**src/rtl/clk_tree_pkg.sv**
```systemverilog
package clk_tree_pkg;

  typedef enum logic [1:0] {
    MODE_OFF    = 2'd0,
    MODE_RUN_HI = 2'd1,
    MODE_RUN_LO = 2'd2,
    MODE_TEST   = 2'd3
  } modeKindT;

  typedef struct packed {
    modeKindT kind;
    logic     usbOn;
  } modeT;

  typedef struct packed {
    logic restart;
    modeT mode;
  } ctlStrobeT;

  localparam int NUM_DIV  = 6;
  localparam int IDX_CPU  = 0;
  localparam int IDX_MEM  = 1;
  localparam int IDX_66   = 2;
  localparam int IDX_PCI  = 3;
  localparam int IDX_APIC = 4;
  localparam int IDX_USB  = 5;

  function automatic modeT decodeSel(logic fSel, logic [1:0] mSel);
    modeT m;
    m.kind  = MODE_OFF;
    m.usbOn = 1'b0;
    case ({fSel, mSel})
      3'b010: m.kind = MODE_RUN_LO;
      3'b011: begin m.kind = MODE_RUN_LO; m.usbOn = 1'b1; end
      3'b110: m.kind = MODE_RUN_HI;
      3'b111: begin m.kind = MODE_RUN_HI; m.usbOn = 1'b1; end
      3'b100: m.kind = MODE_TEST;
      default: m.kind = MODE_OFF;
    endcase
    return m;
  endfunction

  // Common period in master cycles: LCM of all divisors in that mode.
  function automatic int unsigned periodOf(modeKindT k, int unsigned ratio);
    case (k)
      MODE_RUN_HI: return 8 * ratio;
      MODE_RUN_LO: return 6 * ratio;
      MODE_TEST:   return 16;
      default:     return 1;
    endcase
  endfunction

  function automatic int unsigned divisorOf(modeKindT k, int idx, int unsigned ratio);
    int unsigned d;
    d = 2;
    case (k)
      MODE_RUN_HI: case (idx)
        IDX_CPU:  d = ratio;
        IDX_MEM:  d = 2 * ratio;
        IDX_66:   d = 2 * ratio;
        IDX_PCI:  d = 4 * ratio;
        IDX_APIC: d = 8 * ratio;
        default:  d = 2;
      endcase
      MODE_RUN_LO: case (idx)
        IDX_CPU:  d = ratio;
        IDX_MEM:  d = 2 * ratio;
        IDX_66:   d = (3 * ratio) / 2;
        IDX_PCI:  d = 3 * ratio;
        IDX_APIC: d = 6 * ratio;
        default:  d = 2;
      endcase
      MODE_TEST: case (idx)
        IDX_CPU:  d = 2;
        IDX_MEM:  d = 4;
        IDX_66:   d = 4;
        IDX_PCI:  d = 8;
        IDX_APIC: d = 16;
        default:  d = 2;
      endcase
      default: d = 2;
    endcase
    return d;
  endfunction

endpackage

```
**src/rtl/clk_tree_ctrl.sv**
```systemverilog
module clk_tree_ctrl
  import clk_tree_pkg::*;
#(
  parameter int unsigned RATIO = 4
) (
  input  logic       clk,
  input  logic       rstN,
  input  logic       freqSel,
  input  logic [1:0] modeSel,
  output ctlStrobeT  strobe
);

  localparam int CW = $clog2(8 * RATIO + 1);

  logic [CW-1:0] phase;
  logic [CW-1:0] lastPhase;
  modeT          curMode;

  always_comb begin
    lastPhase      = CW'(periodOf(curMode.kind, RATIO) - 1);
    strobe.restart = (phase == lastPhase);
    strobe.mode    = strobe.restart ? decodeSel(freqSel, modeSel) : curMode;
  end

  always_ff @(posedge clk or negedge rstN) begin
    if (!rstN) begin
      phase         <= '0;
      curMode.kind  <= MODE_OFF;
      curMode.usbOn <= 1'b0;
    end else if (strobe.restart) begin
      phase   <= '0;
      curMode <= strobe.mode;
    end else begin
      phase <= phase + 1'b1;
    end
  end


  phase_in_period_chk: assert property (@(posedge clk) disable iff (!rstN)
    phase <= lastPhase);


  mode_held_mid_period_chk: assert property (@(posedge clk) disable iff (!rstN)
    !strobe.restart |=> $stable(curMode));

endmodule

```
**src/rtl/clk_tree_dp.sv**
```systemverilog
module clk_tree_dp
  import clk_tree_pkg::*;
#(
  parameter int unsigned RATIO = 4
) (
  input  logic               clk,
  input  logic               rstN,
  input  ctlStrobeT          strobe,
  output logic [NUM_DIV-1:0] divQ,
  output logic               runEn,
  output logic               usbEnable,
  output logic               refEnable,
  output logic               testOn
);

  localparam int CW = $clog2(8 * RATIO + 1);

  logic active;
  assign active = (strobe.mode.kind != MODE_OFF);

  for (genvar i = 0; i < NUM_DIV; i++) begin : g_div
    logic [CW-1:0] cnt;
    logic [CW-1:0] divisor;
    logic [CW-1:0] half;
    logic [CW-1:0] cntNext;

    always_comb begin
      divisor = CW'(divisorOf(strobe.mode.kind, i, RATIO));
      half    = divisor >> 1;
      cntNext = (cnt == divisor - CW'(1)) ? '0 : cnt + CW'(1);
    end

    always_ff @(posedge clk or negedge rstN) begin
      if (!rstN) begin
        cnt     <= '0;
        divQ[i] <= 1'b0;
      end else if (strobe.restart) begin
        cnt     <= '0;
        divQ[i] <= active;
      end else begin
        cnt     <= cntNext;
        divQ[i] <= active && (cntNext < half);
      end
    end
  end

  always_ff @(posedge clk or negedge rstN) begin
    if (!rstN) begin
      runEn     <= 1'b0;
      usbEnable <= 1'b0;
      refEnable <= 1'b0;
      testOn    <= 1'b0;
    end else if (strobe.restart) begin
      runEn     <= active;
      refEnable <= active;
      testOn    <= (strobe.mode.kind == MODE_TEST);
      usbEnable <= (strobe.mode.kind == MODE_TEST) ||
                   (active && strobe.mode.usbOn);
    end
  end


  common_rise_chk: assert property (@(posedge clk) disable iff (!rstN)
    (strobe.restart && active) |=> (&divQ));


  off_means_quiet_chk: assert property (@(posedge clk) disable iff (!rstN)
    !runEn |-> (divQ == '0));


  ref_follows_run_chk: assert property (@(posedge clk) disable iff (!rstN)
    refEnable == runEn);

endmodule

```
**src/rtl/clock_divider_tree.sv**
```systemverilog
module clock_divider_tree
  import clk_tree_pkg::*;
#(
  parameter int unsigned RATIO = 4
) (
  input  logic       clk,
  input  logic       rstN,
  input  logic       freqSel,
  input  logic [1:0] modeSel,
  input  logic       usbIn,
  input  logic       refIn,
  output logic       cpuClk,
  output logic       memClk,
  output logic       clk66,
  output logic       pciClk,
  output logic       apicClk,
  output logic       usbClk,
  output logic       refClk,
  output logic       cpuEn,
  output logic       memEn,
  output logic       en66,
  output logic       pciEn,
  output logic       apicEn,
  output logic       usbEn,
  output logic       refEn
);

  ctlStrobeT          strobe;
  logic [NUM_DIV-1:0] divQ;
  logic               runEn;
  logic               usbEnable;
  logic               refEnable;
  logic               testOn;

  clk_tree_ctrl #(.RATIO(RATIO)) u_ctrl (
    .clk     (clk),
    .rstN    (rstN),
    .freqSel (freqSel),
    .modeSel (modeSel),
    .strobe  (strobe)
  );

  clk_tree_dp #(.RATIO(RATIO)) u_dp (
    .clk       (clk),
    .rstN      (rstN),
    .strobe    (strobe),
    .divQ      (divQ),
    .runEn     (runEn),
    .usbEnable (usbEnable),
    .refEnable (refEnable),
    .testOn    (testOn)
  );

  assign cpuClk  = divQ[IDX_CPU];
  assign memClk  = divQ[IDX_MEM];
  assign clk66   = divQ[IDX_66];
  assign pciClk  = divQ[IDX_PCI];
  assign apicClk = divQ[IDX_APIC];
  assign usbClk  = testOn ? divQ[IDX_USB] : (usbEnable & usbIn);
  assign refClk  = refEnable & refIn;

  assign cpuEn  = runEn;
  assign memEn  = runEn;
  assign en66   = runEn;
  assign pciEn  = runEn;
  assign apicEn = runEn;
  assign usbEn  = usbEnable;
  assign refEn  = refEnable;


  usb_quiet_when_off_chk: assert property (@(posedge clk) disable iff (!rstN)
    !usbEnable |-> !usbClk);

endmodule

```
**config.mk**
```make
export PLATFORM = sky130hd
export DESIGN_NAME = clock_divider_tree
export DESIGN_NICKNAME = d
export VERILOG_FILES = /design/src/rtl/clk_tree_pkg.sv /design/src/rtl/clk_tree_ctrl.sv /design/src/rtl/clk_tree_dp.sv /design/src/rtl/clock_divider_tree.sv
export SDC_FILE = /design/constraint.sdc
export NUM_CORES = 1
export LEC_CHECK = 0
export ABC_AREA = 1
export BUFFER_PORTS_ARGS = -buffer_cell sky130_fd_sc_hd__buf_2
export CORE_UTILIZATION = 45
export DETAILED_ROUTE_END_ITERATION = 12
export PLACE_DENSITY = 0.63
export SLEW_MARGIN = 40
export SYNTH_ARGS = -nofsm -noshare
export SYNTH_HDL_FRONTEND = slang
export SYNTH_SLANG_ARGS = --single-unit
```
**constraint.sdc**
```tcl
create_clock -name clk -period 3.75 [get_ports clk]
set_input_delay 0.375 -clock clk [delete_from_list [all_inputs] [get_ports clk]]
set_output_delay 0.375 -clock clk [all_outputs]
set_load 0.01 [all_outputs]
```
==> Flow_metrics.wiki <==
{| class="wikitable"
! Metric !! Value
|-
| Run status || completed
|-
| Post-layout min period || 3.46 ns
|-
| Arrival time at the worst endpoint || 3.70 ns
|-
| Final core utilization || 0.528
|-
| Die ar. || 7590 um^2
|-
| Biggest fanout along the worst timing path || 6
|-
| Hold buffer count at cts || 0
|-
| # nets final || 458
|-
| Maximum buffer depth of the clock tree || 2
|-
| Setup WS post-layout || 0.288 ns
|-
| Largest cells by area after synthesis || dfrtp_1, ha_1, nand2_1
|-
| Worst-path cell with the longest stage delay || dfrtp_2
|-
| Avg Vias per Cell || 4.75
|-
| Cell-internal power || 2.05 mW
|-
| Final estimated routing congestion in global placement || 0.823
|-
| Transition time at the pin with the least slew margin || 0.614 ns
|-
| Cell Pwr Density || 1030 nW/um^2
|-
| Leakage power || 1.90 nW
|-
| Die span in y || 87.1 um
|-
| Floorplan die width || 87.1 um
|-
| Core outline area || 6910 um^2
|-
| Total CTS buffers || 5
|-
| Setup Slack @ Placement || 0.0268 ns
|-
| Post-Synthesis Net Count || 430
|-
| Kind of start point of the critical path || register
|-
| Share of the yosys chip area belonging to registers || 0.407
|-
| Clock latency of the later-clocked register in the worst-skew pair || 0.31 ns
|-
| Deepest level of the CTS H-tree || 2
|-
| Synthesized flop and latch total || 53
|-
| Sequence of cells on the critical path || inv_1, ha_1, xnor2_1, nand4_1, nor2_4, nand2_2, o21ai_4, inv_2, ha_1, inv_2, ha_4, nand2_1, inv_1, nor2_1, nand2_1, nor3_4, nor2_1, ha_1, a21o_1, a21oi_2, o2111ai_1, nand2_1
|-
| Share of cells above drive strength 1 || 0.158
|-
| Total of warnings raised by yosys || 0
|-
| Total net switching power || 1.71 mW
|-
| Starting density of the core || 0.472
|-
| Root cell of the clock tree || clkbuf_8
|-
| Global-route congestion overflow total || 0
|-
| Synth top area share || 0.407
|-
| Detailed router's first-iteration violation count || 99
|-
| Required time worst endpoint || 3.99 ns
|-
| Final clock skew || 0.0105 ns
|-
| Final Cycle Share || 0.923
|-
| Most numerous cell in the Yosys netlist || nand2_1
|-
| Combinational power share || 0.608
|-
| Number of clock sinks || 53
|-
| Share of power burned in registers || 0.290
|-
| Vias in the first global route || 2278
|-
| Hold Path Class || input port to asynchronous set/reset pin
|-
| Antenna violations before repair || 0
|-
| Layer carrying the most global-route usage || met2
|-
| Number of library cell types mapped by synthesis || 32
|-
| Maximum number of pins on one net before global-route repair || 37
|-
| Final number of setup-violating endpoints || 0
|-
| Dpl hpwl || 4610 um
|-
| Cell Area, Synth || 3260 um^2
|-
| M2 GR Usage || 0.301
|-
| First drt pass iteration count || 6
|-
| Tightest slew margin relative to the limit || 0.586
|-
| Area of all placed cells without fillers || 3640 um^2
|-
| Growth of design area from synthesis to finish || 11.7%
|-
| Mean instance size in the synthesized netlist || 8.28 um^2
|-
| Count of pins over their slew limit || 0
|-
| Detail Route Antenna Nets || 0
|-
| Dominant synthesized flop cell || dfrtp_1
|-
| Achievable frequency || 289 MHz
|-
| Nature of the critical path endpoint || register
|-
| Via count || 2466
|-
| Antenna cells || 0
|-
| Share of total power consumed by net switching || 0.455
|-
| Fraction of synthesis flops using an asynchronous set or reset pin || 1.00
|-
| Maximum vdd drop || 501 uV
|-
| Top post-synthesis cells by count || nand2_1, nor2_1, inv_1
|-
| Worst setup path category || register to register
|-
| Ports placed on the boundary || 21
|-
| Library cell with the largest summed area after synthesis || dfrtp_1
|-
| Cell count after synthesis || 394
|-
| Number of input and output port buffers inserted || 20
|-
| Routed length per instance || 12.0 um
|-
| Max capacitance violation total || 0
|-
| Total routed wirelength || 6210 um
|-
| Wire length of the first global-routing pass || 10300 um
|-
| Number of rows created at floorplan || 30
|-
| Hold Vio Cnt, Final || 0
|-
| Clock input transition at the sequential cells of the worst setup and hold paths || 0.09 ns
|-
| Met1 GRT Util || 0.229
|-
| Design Power || 3.75 mW
|-
| Placement-stage cell area || 3430 um^2
|-
| Clock Power Share || 0.102
|-
| TritonCTS clock tree || yes
|-
| Met3 track demand over resource in global routing || 0.0332
|-
| Number of synthesized flops with an enable pin || 0
|-
| Largest incremental delay on the critical path || 0.41 ns
|-
| Total routing usage reported by global routing || 0.178
|-
| Residual DRC count || 0
|}
## flip-flops by register name, indices dropped and copies added (netlist names)
register,count
u_ctrl.curMode,2
u_ctrl.phase,6
u_dp.divQ,6
u_dp.g_div.cnt,36
u_dp.runEn,1
u_dp.testOn,1
u_dp.usbEnable,1
## kinds of logic (layout without fill, tap and decap cells)
group,after synthesis,in the layout,share of synthesized area
simple gates,191,191,0.261
buf+inv,70,99,0.0967
flops,53,53,0.407
xor+xnor,31,31,0.0832
fa+ha+maj,29,29,0.111
compound gates,19,19,0.0380
mux,1,1,0.00345
## metal layers
metal,share of wire,routed length (um),vias to the layer above
met3,0.026,159,10
met4,0.017,105,0
met1,0.49,3060,1142
li1,-,-,1288
met2,0.47,2890,26
met5,0,0,-
## power by group through the flow
stage | Sequential, mW | Combinational, mW | Clock, mW
finish | 1.09 | 2.28 | 0.384
global route | 1.12 | 2.61 | 0.420
CTS | 1.09 | 2.17 | 0.399
detailed placement | 1.10 | 2.13 | 0
global placement | 1.09 | 2.10 | 0
floorplan | 1.05 | 1.73 | 0
## layout by cell type, fill, tap and decap left out, types with 2 or more instances in the layout
master / synthesis / routed
a21o_1: 2 / 2
nand4_1: 5 / 5
ha_4: 0 / 2
inv_2: 1 / 4
nor3_4: 1 / 2
o21ai_0: 5 / 5
nand3_1: 23 / 23
buf_2: 0 / 20
nor2_1: 61 / 60
nand2_2: 2 / 3
xnor2_1: 13 / 13
inv_1: 57 / 54
clkbuf_8: 0 / 5
nor3_1: 14 / 14
buf_4: 10 / 13
ha_1: 29 / 26
nand2_1: 69 / 68
xor2_1: 18 / 18
or2_2: 5 / 5
nand3_2: 2 / 2
nor4_1: 5 / 5
dfrtp_1: 53 / 52
a21oi_1: 5 / 4
## metrics by stage
step	cells	TNS [ns]	hold slack, ns
after floorplan	394	0	0.0794
after global placement	504	0	0.386
after detailed placement	504	0	0.383
after CTS	512	0	0.0437
after global routing	519	-0.00150	0.0813
final	519	0	0.0349
## worst max-delay path, delay by kind of cell, from the launching register on
kind	cells	cell delay (ns)
AOI/OAI and AO/OA	4	0.54
xor gates and xnor gates	1	0.14
adders and majority gates	4	0.99
buffers and inverters	4	0.30
DFF	1	0.41
and+or+nand+nor	9	1.03
## worst paths after layout
check	startpoint	slack, ns	cells past startpoint	endpoint
worst max-delay path	u_ctrl.curMode[1]	0.29	22	u_dp.divQ[3]
worst min-delay path	rstN	0.03	1	u_dp.g_div[1].cnt[3]
worst max register to register	u_ctrl.curMode[1]	0.29	22	u_dp.divQ[3]
worst min register to register	u_dp.g_div[2].cnt[0]	0.51	1	u_dp.g_div[2].cnt[0]
max in group asynchronous	rstN	2.93	2	u_ctrl.curMode[1]
min in group clk	modeSel[0]	0.33	3	u_dp.usbEnable
## what timing repair did
action,4_1_cts,5_1_grt
buffers inserted,0,7
endpoints found under the setup margin,2,5
endpoints found under the hold margin,0,0
gates resized for setup,2,11
pin swaps,0,6
## cell type report
cell class              count  area (um^2)
inverters                  58          218
flip-flops and latches     53         1330
well taps                  96          120
fillers                   668         3260
multi-input cells         271         1670
clock inverters             2         38.8
clock buffers               6         72.6
repair buffers             33          198
(Power assumes the default switching activity.)
